`config.mk`:
```
export PLATFORM = sky130hd
export DESIGN_NAME = osc_loss_pin
export DESIGN_NICKNAME = d
export VERILOG_FILES = /design/src/rtl/osc_loss_pkg.sv /design/src/rtl/osc_edge_sync.sv /design/src/rtl/osc_gap_detect.sv /design/src/rtl/osc_tone_div.sv /design/src/rtl/osc_pin_mux.sv /design/src/rtl/osc_loss_pin.sv
export SDC_FILE = /design/constraint.sdc
export NUM_CORES = 1
export LEC_CHECK = 0
export ABC_AREA = 1
export CORE_UTILIZATION = 23
export CTS_CLUSTER_DIAMETER = 40
export DETAILED_ROUTE_END_ITERATION = 8
export GPL_ROUTABILITY_DRIVEN = 0
export PLACE_DENSITY = 0.43
export SLEW_MARGIN = 5
export SYNTH_ARGS = -nofsm -noshare
export SYNTH_HDL_FRONTEND = slang
export SYNTH_SLANG_ARGS = --single-unit
```
`constraint.sdc`:
```
create_clock -name clk -period 1.22 [get_ports clk]
set_input_delay 0.244 -clock clk [delete_from_list [all_inputs] [get_ports clk]]
set_output_delay 0.244 -clock clk [all_outputs]
set_load 0.01 [all_outputs]
```
`src/rtl/osc_loss_pkg.sv`:
```
// Package: shared types for the oscillator loss monitor.
// Assumes nothing beyond IEEE 1800-2017 enums.
package osc_loss_pkg;

    // Which function currently owns the shared pin
    typedef enum logic [1:0] {
        PIN_SRC_IRQ  = 2'd0,
        PIN_SRC_TONE = 2'd1,
        PIN_SRC_SOFT = 2'd2
    } pin_src_e;

endpackage

```
`src/rtl/osc_edge_sync.sv`:
```
// osc_edge_sync: brings the asynchronous oscillator level into the clk
// domain through a flop chain and emits a one-cycle pulse per rising edge.
// Assumes the oscillator is much slower than clk (several clk cycles per level).
module osc_edge_sync #(
    parameter int SYNC_STAGES = 2
) (
    input  logic clk,
    input  logic rst_n,
    input  logic osc_in,
    output logic osc_rise
);

    logic [SYNC_STAGES-1:0] sync_q;
    logic                   last_q;

    // Synchronizer chain; stage 0 samples the raw level
    generate
        for (genvar g = 0; g < SYNC_STAGES; g++) begin : g_sync
            if (g == 0) begin : g_first
                always_ff @(posedge clk) begin
                    if (!rst_n) sync_q[0] <= 1'b0;
                    else        sync_q[0] <= osc_in;
                end
            end else begin : g_next
                always_ff @(posedge clk) begin
                    if (!rst_n) sync_q[g] <= 1'b0;
                    else        sync_q[g] <= sync_q[g-1];
                end
            end
        end
    endgenerate

    // Remember the previous synchronized level for edge detection
    always_ff @(posedge clk) begin
        if (!rst_n) last_q <= 1'b0;
        else        last_q <= sync_q[SYNC_STAGES-1];
    end

    assign osc_rise = sync_q[SYNC_STAGES-1] & ~last_q;

    // A rise pulse never lasts two cycles
    AST_RISE_SINGLE: assert property (@(posedge clk) disable iff (!rst_n)
        osc_rise |=> !osc_rise);

endmodule

```
`src/rtl/osc_gap_detect.sv`:
```
// osc_gap_detect: counts clk cycles since the last oscillator rise and
// sets a sticky fail flag once the count reaches MISS_RUN nominal periods.
// Assumes osc_rise is a clean single-cycle pulse. Setting beats clearing.
module osc_gap_detect #(
    parameter int NOM_PERIOD = 8,
    parameter int MISS_RUN   = 4
) (
    input  logic clk,
    input  logic rst_n,
    input  logic osc_rise,
    input  logic flag_clr,
    output logic fail_flag
);

    localparam int THRESH = NOM_PERIOD * MISS_RUN;
    localparam int CNT_W  = $clog2(THRESH + 1);
    localparam logic [CNT_W-1:0] THRESH_V = CNT_W'(THRESH);

    logic [CNT_W-1:0] gap_cnt;
    logic             gap_hit;
    logic             flag_q;

    // Saturating count of cycles since the most recent rise
    always_ff @(posedge clk) begin
        if (!rst_n)                  gap_cnt <= '0;
        else if (osc_rise)           gap_cnt <= '0;
        else if (gap_cnt != THRESH_V) gap_cnt <= gap_cnt + 1'b1;
    end

    assign gap_hit = (gap_cnt == THRESH_V);

    // Sticky flag: set on gap (wins), cleared by software write
    always_ff @(posedge clk) begin
        if (!rst_n)        flag_q <= 1'b1;
        else if (gap_hit)  flag_q <= 1'b1;
        else if (flag_clr) flag_q <= 1'b0;
    end

    assign fail_flag = flag_q;

    AST_GAP_RESTART: assert property (@(posedge clk) disable iff (!rst_n)
        osc_rise |=> (gap_cnt == '0));
    AST_GAP_SETS_FLAG: assert property (@(posedge clk) disable iff (!rst_n)
        gap_hit |=> fail_flag);
    AST_CLEAR_WINS_IDLE: assert property (@(posedge clk) disable iff (!rst_n)
        (flag_clr && !gap_hit) |=> !fail_flag);
    AST_FLAG_STICKY: assert property (@(posedge clk) disable iff (!rst_n)
        (fail_flag && !flag_clr) |=> fail_flag);
    AST_CNT_BOUND: assert property (@(posedge clk) disable iff (!rst_n)
        gap_cnt <= THRESH_V);

endmodule

```
`src/rtl/osc_tone_div.sv`:
```
// osc_tone_div: divides oscillator rises into a square wave that toggles
// every DIV_RATIO/2 rises (64 gives 512 Hz from 32768 Hz).
// Assumes DIV_RATIO is even and at least 2.
module osc_tone_div #(
    parameter int DIV_RATIO = 64
) (
    input  logic clk,
    input  logic rst_n,
    input  logic osc_rise,
    output logic tone
);

    localparam int HALF   = DIV_RATIO / 2;
    localparam int HCNT_W = (HALF > 1) ? $clog2(HALF) : 1;
    localparam logic [HCNT_W-1:0] LAST_V = HCNT_W'(HALF - 1);

    logic [HCNT_W-1:0] half_cnt;
    logic              tone_q;

    // Count rises within a half period and flip the wave at its end
    always_ff @(posedge clk) begin
        if (!rst_n) begin
            half_cnt <= '0;
            tone_q   <= 1'b0;
        end else if (osc_rise) begin
            if (half_cnt == LAST_V) begin
                half_cnt <= '0;
                tone_q   <= ~tone_q;
            end else begin
                half_cnt <= half_cnt + 1'b1;
            end
        end
    end

    assign tone = tone_q;

    AST_TONE_HOLDS: assert property (@(posedge clk) disable iff (!rst_n)
        !osc_rise |=> $stable(tone));
    AST_TONE_FLIPS: assert property (@(posedge clk) disable iff (!rst_n)
        (osc_rise && half_cnt == LAST_V) |=> (tone != $past(tone)));

endmodule

```
`src/rtl/osc_pin_mux.sv`:
```
// osc_pin_mux: picks the owner of the shared open-drain pin and registers
// the drive-low request. Main power: interrupt, then test wave, then
// software bit. Backup: software bit only. Interrupt is active low.
module osc_pin_mux
    import osc_loss_pkg::*;
(
    input  logic clk,
    input  logic rst_n,
    input  logic on_backup,
    input  logic irq_en,
    input  logic ftest_en,
    input  logic out_bit,
    input  logic fail_flag,
    input  logic tone,
    output logic pin_pull_low
);

    pin_src_e src;
    logic     pull_d;
    logic     pull_q;

    // Owner selection by power state and control priority
    always_comb begin
        if (on_backup)     src = PIN_SRC_SOFT;
        else if (irq_en)   src = PIN_SRC_IRQ;
        else if (ftest_en) src = PIN_SRC_TONE;
        else               src = PIN_SRC_SOFT;
    end

    // Drive-low request of the selected owner
    always_comb begin
        unique case (src)
            PIN_SRC_IRQ:  pull_d = fail_flag;
            PIN_SRC_TONE: pull_d = ~tone;
            default:      pull_d = ~out_bit;
        endcase
    end

    // Register the request so the pad sees a glitch-free level
    always_ff @(posedge clk) begin
        if (!rst_n) pull_q <= 1'b0;
        else        pull_q <= pull_d;
    end

    assign pin_pull_low = pull_q;

    AST_BACKUP_SOFT: assert property (@(posedge clk) disable iff (!rst_n)
        on_backup |=> (pin_pull_low == !$past(out_bit)));
    AST_IRQ_FIRST: assert property (@(posedge clk) disable iff (!rst_n)
        (!on_backup && irq_en) |=> (pin_pull_low == $past(fail_flag)));
    AST_SOFT_LAST: assert property (@(posedge clk) disable iff (!rst_n)
        (!on_backup && !irq_en && !ftest_en) |=> (pin_pull_low == !$past(out_bit)));

endmodule

```
`src/rtl/osc_loss_pin.sv`:
```
// osc_loss_pin: top of the oscillator loss monitor. Synchronizes the
// oscillator, detects runs of missing pulses, derives the test wave and
// drives the shared open-drain pin. All logic runs on clk; osc_in is async.
module osc_loss_pin #(
    parameter int NOM_PERIOD  = 8,
    parameter int MISS_RUN    = 4,
    parameter int TONE_DIV    = 64,
    parameter int SYNC_STAGES = 2
) (
    input  logic clk,
    input  logic rst_n,
    input  logic osc_in,
    input  logic on_backup,
    input  logic irq_en,
    input  logic ftest_en,
    input  logic out_bit,
    input  logic flag_clr,
    output logic fail_flag,
    output logic pin_pull_low
);

    logic osc_rise;
    logic tone;

    osc_edge_sync #(.SYNC_STAGES(SYNC_STAGES)) u_sync (
        .clk      (clk),
        .rst_n    (rst_n),
        .osc_in   (osc_in),
        .osc_rise (osc_rise)
    );

    osc_gap_detect #(.NOM_PERIOD(NOM_PERIOD), .MISS_RUN(MISS_RUN)) u_gap (
        .clk       (clk),
        .rst_n     (rst_n),
        .osc_rise  (osc_rise),
        .flag_clr  (flag_clr),
        .fail_flag (fail_flag)
    );

    osc_tone_div #(.DIV_RATIO(TONE_DIV)) u_tone (
        .clk      (clk),
        .rst_n    (rst_n),
        .osc_rise (osc_rise),
        .tone     (tone)
    );

    osc_pin_mux u_mux (
        .clk          (clk),
        .rst_n        (rst_n),
        .on_backup    (on_backup),
        .irq_en       (irq_en),
        .ftest_en     (ftest_en),
        .out_bit      (out_bit),
        .fail_flag    (fail_flag),
        .tone         (tone),
        .pin_pull_low (pin_pull_low)
    );

    AST_RESET_FLAG: assert property (@(posedge clk)
        !rst_n |=> fail_flag);

endmodule

```
==> flow_summary.toml <==
[run_status]
outcome = "finished with violations"
violations = "setup timing"

[sta]
final_max_slew_viol_count = 0
final_hold_viol_count = 0
rsz0062_at_grt = "true"
post-route-min-period_ns = 1.28
fmax_mhz = 783
slew_headroom = 0.825
worst_pin_slew_ns = 0.261
setup_viol = 2
fin_skew_ns = 0.00497
finalWorstSetupSlack_ns = -0.0563
post-route-period-util = 1.05

[clocking]
path_clk_slew_ns = 0.10
cts_tree = "done"
cts_buffer_depth = 2
clock-root-buffer = "clkbuf_4"
h-tree-depth = 1
cts_buffers = 3
hold_buffers = 0
cts.sinks = 17
insertion_delay_ns = 0.29

[floorplan]
die_w_um = 61.1
die_area_mm2 = 0.00373
io_pins = 10
die_y_um = 61.1
core_mm2 = 0.00334
rows = 21
start_util = 0.241

[final_layout]
fin_nets = 134
multi_input_area_um2 = 417
regArea_um2 = 347
design_area_mm2 = 0.00104
antennaDiodeCount = 0
fin_util = 0.312
fin_cells = 167
fillers = 379
final_layout_size_suffix_gt1_frac = 0.273
areaGrowthSynthToFinish_pct = 29.4

[global_route]
antenna_found_initial = 0
grt-ovfl-total = 0
grt_pass1_wl_um = 2780
grt_pass1_vias = 650
track_usage = 0.103
grt_start_max_net_pins = 10

[synthesis]
syn_inst = 104
syn_area_um2 = 803
ys_seq_elements = 17
yosys_most_used_dff = "dfxtp_1"
synth_edf_count = 0
seq_area_frac_synth = 0.424
avgSynthCellArea_um2 = 7.72
synth_cell_types = 23
synthesis.nets = 116
synthArstFlopShare = 0
ys_warn_count = 0

[critical_path]
critPathBufInv = 2
cp.required_ns = 1.40
crit_path_max_incr_delay_ns = 0.38
cp_max_fo = 3
critical_path_class = "register to register"
cpLargestDelayFamily = "flip-flops"
worst_setup_path_start_kind = "register"
crit_chain = "ha_4 > inv_2 > nor3_2 > ha_2 > nand2_2 > nand2_4 > inv_2 > nand2_2 > nor2_2"
slowest_stage = "dfxtp_4"
regToRegSetupSlack_ns = -0.06
cp.arrival_ns = 1.46
worstSetupEndpointType = "register"

[routing]
met3_length_um = 54
drtPass1Iterations = 4
num_vias = 651
drtIter0Drc = 7
highest_layer = "met4"
drt_wl_total_um = 1490
met1_length_um = 685
wl_per_cell_um = 8.93
drtAntennaViolNets = 0
via_per_inst = 3.90
wl_met2_um = 725
drc = 0

[pwr]
power.density_mw_per_mm2 = 972
p_total_w = 0.00101
p_leak_nw = 0.446
max-vdd-ir-drop_mv = 0.502

[placed_design]
placed_cells = 161
place_area_um2 = 967
io_buffers = 9
dp_hpwl_um = 1140

[run]
max_cap_violations = 0

[min_path]
hp-class = "register to register"
per-layer routing:
metal,global-route usage,up-vias
met5,0,-
met3,0.0378,2
li1,-,352
met2,0.168,9
met1,0.125,288
met4,0.0390,0
cell usage after synthesis (all sizes together), types with 2 or more instances:
cell | count | share of area
nand2 | 23 | 0.12
nor2 | 18 | 0.10
dfxtp | 17 | 0.42
inv | 17 | 0.079
nand3 | 6 | 0.050
o21ai | 5 | 0.031
ha | 4 | 0.062
xor2 | 3 | 0.033
a21oi | 2 | 0.012
nand3b | 2 | 0.019
final timing paths:
kind | startpoint | endpoint | cells after the start
setup / recovery | u_tone.half_cnt[0] | u_tone.half_cnt[3] | 9
hold / removal | u_sync.sync_q[0] | u_sync.sync_q[1] | 2
setup reg to reg | u_tone.half_cnt[0] | u_tone.half_cnt[3] | 9
hold reg to reg | u_sync.sync_q[0] | u_sync.sync_q[1] | 2
where the power goes:
part           internal [W]  total [W]  switching, W
registers          0.000576   0.000594     0.0000187
logic             0.0000632   0.000122     0.0000592
clock network      0.000127   0.000293      0.000166
cells by family (layout without fill, tap and decap cells):
family | Yosys count | after routing | share of synthesized area
AND/OR/NAND/NOR | 51 | 51 | 0.305
AO/OA/AOI/OAI | 9 | 9 | 0.0623
buffers and inverters | 19 | 36 | 0.103
XOR/XNOR | 4 | 4 | 0.0436
flip-flops | 17 | 17 | 0.424
adder cells (fa/ha/maj) | 4 | 4 | 0.0623
flip-flops by register name, indices dropped and copies added, names as in the netlist:
signal and cells:
u_gap.fail_flag 1, u_gap.gap_cnt 6, u_mux.pin_pull_low 1, u_sync.last_q 1, u_sync.sync_q 2, u_tone.half_cnt 5
u_tone.tone 1
cell usage in the layout (no fill, tap or decap):
cell type and n:
dfxtp_4 1, xnor2_1 1, nand3b_1 2, dlygate4sd2_1 2, dfxtp_1 14, nand3_1 4, nand2_4 1, clkbuf_1 1
nand3_2 2, clkinv_1 1, o21ai_0 2, clkdlybuf4s50_1 7, clkbuf_4 3, a21oi_1 2, ha_4 1, inv_2 5
o21ai_1 2, nand4_1 1, nor2_4 1, o21ai_2 1, nor2_1 12, dfxtp_2 2, inv_1 12, xor2_1 3
o21bai_1 1, nor2_2 5, ha_1 2, o211ai_1 1, nand2_2 4, ha_2 1, buf_4 5, nor3_2 1
nand2_1 18
final cells by class:
class | instances | share of cell area
multi-input combinational | 68 | 0.401
sequential | 17 | 0.333
timing repair buffer | 14 | 0.120
inverter | 18 | 0.0650
tap | 46 | 0.0554
clock buffer | 4 | 0.0253
worst reg2reg max path, stage by stage, from the launching register on:
cell     delay (ns)
dfxtp_4        0.38
ha_4           0.14
inv_2          0.04
nor3_2         0.10
ha_2           0.22
nand2_2        0.08
nand2_4        0.09
inv_2          0.04
nand2_2        0.06
nor2_2         0.03
through the flow:
step | hold slack, ns | setup WS (ns) | setup TNS, ns
after global routing | 0.447 | -0.152 | -0.376
after detailed placement | 0.405 | -0.0597 | -0.126
after CTS | 0.429 | -0.0306 | -0.0306
final | 0.422 | -0.0563 | -0.0605
after floorplan | 0.342 | 0.0107 | 0
after global placement | 0.409 | -0.0363 | -0.0665
timing repair:
item | 4_1_cts | 5_1_grt
pin swaps | 2 | 4
buffers inserted | 1 | 1
setup endpoints to repair | 7 | 7
gates resized for setup | 8 | 5
Note: power is estimated with default switching activity, not from simulation.
